<file path="src/rtl/irq_res_pkg.sv">
package irq_res_pkg;
  localparam int NSRC  = 12;
  localparam int ID_W  = 4;
  localparam int VEC_W = 16;

  // Vector: the four base sources sit 8 apart from 0003h; the extra
  // sources continue from 003Bh, also 8 apart.
  function automatic logic [VEC_W-1:0] vec_of(input logic [ID_W-1:0] id);
    logic [VEC_W-1:0] step;
    step = {{(VEC_W-ID_W-3){1'b0}}, id, 3'b000};
    if (id < 4'd4) return 16'h0003 + step;
    else           return 16'h001B + step;
  endfunction

  // Source identifier polled at a given rank (rank 0 polled first).
  function automatic logic [ID_W-1:0] id_at_rank(input int r);
    case (r)
      0:  return 4'd0;
      1:  return 4'd7;
      2:  return 4'd1;
      3:  return 4'd8;
      4:  return 4'd2;
      5:  return 4'd4;
      6:  return 4'd9;
      7:  return 4'd3;
      8:  return 4'd5;
      9:  return 4'd10;
      10: return 4'd6;
      default: return 4'd11;
    endcase
  endfunction
endpackage

</file>
<file path="src/rtl/irq_flag_bank.sv">
module irq_flag_bank #(
  parameter int N = 12
) (
  input  logic         clk,
  input  logic         rst_n,
  input  logic [N-1:0] req_in,
  input  logic [N-1:0] trig_edge,
  input  logic [N-1:0] clr,
  output logic [N-1:0] flag_nxt
);
  logic [N-1:0] req_prev_q;
  logic [N-1:0] eflag_q;
  logic [N-1:0] rise;

  assign rise = req_in & ~req_prev_q;

  for (genvar i = 0; i < N; i++) begin : g_src
    logic eflag_d;
    assign eflag_d     = (eflag_q[i] & ~clr[i]) | rise[i];
    assign flag_nxt[i] = trig_edge[i] ? eflag_d : req_in[i];

    always_ff @(posedge clk or negedge rst_n) begin
      if (!rst_n) begin
        req_prev_q[i] <= 1'b0;
        eflag_q[i]    <= 1'b0;
      end else begin
        req_prev_q[i] <= req_in[i];
        eflag_q[i]    <= trig_edge[i] ? eflag_d : 1'b0;
      end
    end
  end
endmodule

</file>
<file path="src/rtl/irq_svc_track.sv">
module irq_svc_track (
  input  logic clk,
  input  logic rst_n,
  input  logic svc_done,
  input  logic take,
  input  logic take_hi,
  output logic svc_hi_q,
  output logic svc_lo_q,
  output logic allow_hi,
  output logic allow_lo
);
  logic hi_nxt, lo_nxt;

  // svc_done unwinds the innermost level first, then a new take is applied.
  always_comb begin
    hi_nxt = (svc_hi_q & ~svc_done) | (take & take_hi);
    lo_nxt = (svc_lo_q & ~(svc_done & ~svc_hi_q)) | (take & ~take_hi);
  end

  assign allow_hi = ~hi_nxt;
  assign allow_lo = ~hi_nxt & ~lo_nxt;

  always_ff @(posedge clk or negedge rst_n) begin
    if (!rst_n) begin
      svc_hi_q <= 1'b0;
      svc_lo_q <= 1'b0;
    end else begin
      svc_hi_q <= hi_nxt;
      svc_lo_q <= lo_nxt;
    end
  end
endmodule

</file>
<file path="src/rtl/irq_pick.sv">
module irq_pick
  import irq_res_pkg::*;
#(
  parameter int N = NSRC
) (
  input  logic [N-1:0]    cand,
  input  logic [N-1:0]    hi_pri,
  output logic            found,
  output logic [ID_W-1:0] win_id,
  output logic            win_hi
);
  // Two passes over the polling order: the high level first, then the low.
  always_comb begin
    found  = 1'b0;
    win_id = '0;
    win_hi = 1'b0;
    for (int lvl = 1; lvl >= 0; lvl--) begin
      for (int r = 0; r < N; r++) begin
        logic [ID_W-1:0] s;
        s = id_at_rank(r);
        if (!found && cand[s] && (hi_pri[s] == lvl[0])) begin
          found  = 1'b1;
          win_id = s;
          win_hi = lvl[0];
        end
      end
    end
  end
endmodule

</file>
<file path="src/rtl/irq_resolver.sv">
module irq_resolver
  import irq_res_pkg::*;
(
  input  logic             clk,
  input  logic             rst_n,
  input  logic             glb_en,
  input  logic [NSRC-1:0]  src_en,
  input  logic [NSRC-1:0]  hi_pri,
  input  logic [NSRC-1:0]  trig_edge,
  input  logic [NSRC-1:0]  req_in,
  input  logic             ack,
  input  logic             svc_done,
  output logic             irq_valid,
  output logic [ID_W-1:0]  irq_id,
  output logic [VEC_W-1:0] irq_vec,
  output logic             irq_hi
);
  logic [NSRC-1:0] flag_nxt, clr, cand;
  logic            ack_take;
  logic            svc_hi_q, svc_lo_q, allow_hi, allow_lo;
  logic            found, pick_hi;
  logic [ID_W-1:0] pick_id;

  assign ack_take = ack & irq_valid;

  for (genvar i = 0; i < NSRC; i++) begin : g_clr
    assign clr[i]  = ack_take && (irq_id == i[ID_W-1:0]);
    assign cand[i] = flag_nxt[i] & src_en[i] & glb_en &
                     (hi_pri[i] ? allow_hi : allow_lo);
  end

  irq_flag_bank #(.N(NSRC)) u_flags (
    .clk(clk), .rst_n(rst_n), .req_in(req_in), .trig_edge(trig_edge),
    .clr(clr), .flag_nxt(flag_nxt)
  );

  irq_svc_track u_svc (
    .clk(clk), .rst_n(rst_n), .svc_done(svc_done), .take(ack_take),
    .take_hi(irq_hi), .svc_hi_q(svc_hi_q), .svc_lo_q(svc_lo_q),
    .allow_hi(allow_hi), .allow_lo(allow_lo)
  );

  irq_pick #(.N(NSRC)) u_pick (
    .cand(cand), .hi_pri(hi_pri), .found(found), .win_id(pick_id),
    .win_hi(pick_hi)
  );

  always_ff @(posedge clk or negedge rst_n) begin
    if (!rst_n) begin
      irq_valid <= 1'b0;
      irq_id    <= '0;
      irq_vec   <= '0;
      irq_hi    <= 1'b0;
    end else begin
      irq_valid <= found;
      irq_id    <= found ? pick_id : '0;
      irq_vec   <= found ? vec_of(pick_id) : '0;
      irq_hi    <= found & pick_hi;
    end
  end
endmodule

</file>
<file path="config.mk">
export PLATFORM = sky130hd
export DESIGN_NAME = irq_resolver
export DESIGN_NICKNAME = d
export VERILOG_FILES = /design/src/rtl/irq_res_pkg.sv /design/src/rtl/irq_flag_bank.sv /design/src/rtl/irq_svc_track.sv /design/src/rtl/irq_pick.sv /design/src/rtl/irq_resolver.sv
export SDC_FILE = /design/constraint.sdc
export NUM_CORES = 1
export LEC_CHECK = 0
export ABC_AREA = 0
export ABC_CLOCK_PERIOD_IN_PS = 4250
export BUFFER_PORTS_ARGS = -buffer_cell sky130_fd_sc_hd__buf_2
export CORE_UTILIZATION = 52
export DETAILED_ROUTE_END_ITERATION = 8
export PLACE_DENSITY = 0.76
export SETUP_SLACK_MARGIN = 0.1
export SYNTH_ARGS = -nofsm -noshare
export SYNTH_HDL_FRONTEND = slang
export SYNTH_SLANG_ARGS = --single-unit
</file>
<file path="constraint.sdc">
create_clock -name clk -period 4.25 [get_ports clk]
set_clock_uncertainty 0.15 [all_clocks]
set_input_delay 1.0625 -clock clk [delete_from_list [all_inputs] [get_ports clk]]
set_output_delay 1.0625 -clock clk [all_outputs]
set_load 0.1 [all_outputs]
</file>
==> run metrics <==
status complete, but fails checks; violated checks DRC; CTS Buffer Depth 2; design area around 0.0030 sq mm; Most used DFF post-synth dfrtp_1; GRT overflow 0; RSZ-0062 raised after global routing no; top post-synthesis cells by count dfrtp_1, nand2_1, nand2b_1; Die ar. about 0.0051 sq mm; final WL around 6700 um; Fmax 0.253 GHz; CTS Buf Count 5; DP HPWL 5320 um; Worst setup SP type primary input; Post-DP Area ~0.0029 sq mm; Via Count ~2400; worst-case hold slack ~380 ps; reg2reg end irq_vec[5]; Synth Cell Area between 0.002 and 0.003 sq mm; worst-path maximum fanout 8; post-synthesis register bit count 37; antenna cells 0; count of flip-flops with a built-in enable after synthesis 0; net switching power figure around 890 uW; Worst Max-Slew Pin Slew ~820 ps; nets around 400; Worst-Skew Late Latency 300 ps; syn avg cell area 9.37 sq um; CTS clk-pin slew, worst paths roughly 70 ps; total of max-cap violations 0; FF-to-FF path depth 11; initial antenna violation count 0; critical path type primary input to flip-flop; Area Growth Syn to Fin 20.7%; largest net degree at the start of global routing 38; clock power share between 10% and 20%; Worst slew margin a little under half; CTS sink cnt 37; VDD IR-drop max about 0.57 mV; core area roughly 0.0045 sq mm; Total Routing Usage GR ~29%; Root Driver clkbuf_8; WHS Path Cells 2; Cell Rows 24; Data arrival, critical path around 4000 ps; pins over their slew limit 0; Synth Instances approximately 270; most common cell in the netlist dfrtp_1; final setup vio count 0; drt initial violations 220; DIE HEIGHT 71.4 um; Synth warnings 0; number of global-route vias before repair approximately 2300; Setup TNS 0 ps; Starting Density 55.9%; I/O pin cnt 75; crit end category flip-flop; top cells by area, synth dfrtp_1, nand2_1, nand2b_1; Final Non-Filler Cells about 400; power per cell area about 550 mW/mm^2; flop-to-flop setup slack roughly 590 ps; HP Class flip-flop to flip-flop; DR DRC count 8; DP Cell Count approximately 390; Final Hold Viols 0; RR Startpoint irq_id[1]; Lkg Pwr roughly 1.4 nW; Buffers on Ports 65; post-synth cell types 60; CP Data Required Time between 4000 and 5000 ps; Die X 71.4 um; crit path from ack; WL/cell between 15 and 20 um; switching portion of total power 52.9%; drt pass-1 iters 7; share of layout cells above drive strength 1 33.7%; register area share after synthesis between 30% and 40%; CTS tree yes; fin crit share 93.0%; Hold EP u_flags.eflag_q[0]; antenna-violating nets left 0; via-per-instance ratio approximately 6.1; first-pass GRT wire length 11200 um; post-CTS setup buffers 0; Pint approximately 800 uW; area leader, netlist dfrtp_1; placer congestion estimate 0.932; Combinational Power Share between 50 and 60%; Pwr Total between 1.5 and 2 mW; Seq pwr share between 20% and 30%; HP Start u_flags.req_prev_q[0]; Synth async-reset ratio 100%; post-synth top area share ~37%; Tmin final approximately 4000 ps; Max H-tree Level 2
-- cell type report --
cell class	instances	area, sq um
Clock buffer	6	72.6
Clock inverter	2	38.8
Fill cell	378	1450
Inverter	14	52.6
Multi-Input combinational cell	211	1470
Sequential cell	37	926
Tap cell	52	65.1
Timing Repair Buffer	74	393
-- critical path, stage by stage --
cell and delay, ps:
buf_2 140, nand4b_2 240, nand3_1 120, a21oi_1 600, a221oi_2 170, nand4b_1 270
nor4_1 120, a31oi_1 230, nand4_1 200, a211oi_2 320, ha_1 200, mux2_2 320
-- routing by layer --
| layer | part of all wire [%] | GRT usage (%) |
|---|---|---|
| met1 | 44 | 38.2 |
| met2 | 47 | 48.3 |
| met3 | 7.1 | 5.06 |
| met4 | 1.6 | 7.78 |
| met5 | 0 | 0 |
-- kinds of logic (layout without fill, tap and decap cells) --
group / count (synthesis) / count (layout) / share of synthesized area, %
mux: 3 / 3 / 1.25
compound gates: 79 / 79 / 26.3
flops: 37 / 37 / 37.0
buf+inv: 28 / 96 / 6.15
fa+ha+maj: 2 / 2 / 0.900
simple gates: 117 / 117 / 28.3
other cells: 1 / 10 / 0.150
-- worst max-delay path by stage --
stage                      end  slack, ps  cells past startpoint
floorplan           irq_vec[5]        530                     12
global placement    irq_vec[5]        -30                     13
detailed placement  irq_vec[5]         50                     13
CTS                 irq_vec[5]        310                     13
global route        irq_vec[5]        140                     13
finish              irq_vec[5]        300                     12
-- flip-flops by register name, summed over array words and instances, names as in the netlist --
signal / count
u_flags.eflag_q: 12
u_flags.req_prev_q: 12
irq_vec: 6
irq_id: 4
irq_hi: 1
u_svc.svc_hi_q: 1
u_svc.svc_lo_q: 1
-- metrics by stage --
stage,setup WS [ps],util (%)
2_1_floorplan,527,-
3_3_place_gp,-27.5,64.7
3_5_place_dp,45.0,64.7
4_1_cts,308,67.1
5_1_grt,138,67.5
6_report,296,67.5
-- power by group through the flow --
stage / combinational [mW] / clock [mW] / sequential [mW]
floorplan: 0.414 / 0 / 0.764
global placement: 0.874 / 0 / 0.486
detailed placement: 0.873 / 0 / 0.486
CTS: 0.876 / 0.318 / 0.480
global route: 0.930 / 0.330 / 0.489
finish: 0.882 / 0.312 / 0.481
-- repair_timing --
action | 4_1_cts | 5_1_grt
hold endpoints to repair | 0 | 0
gates resized for setup | 0 | 2
hold buffers | 0 | 0
endpoints found under the setup margin | 0 | 1
-- layout by cell type, fill, tap and decap left out, types with 5 or more instances in the layout --
cell	instances
nand3_1	12
nand2b_1	18
nand2_1	35
nand4b_1	5
nand4_1	7
conb_1	10
a211oi_1	5
a32oi_1	5
buf_2	65
buf_4	9
nor2_1	10
dfrtp_1	37
clkbuf_8	5
inv_1	13
a21boi_0	13
o21ai_0	15
a21oi_1	6
Note: power is estimated with default switching activity, not from simulation.
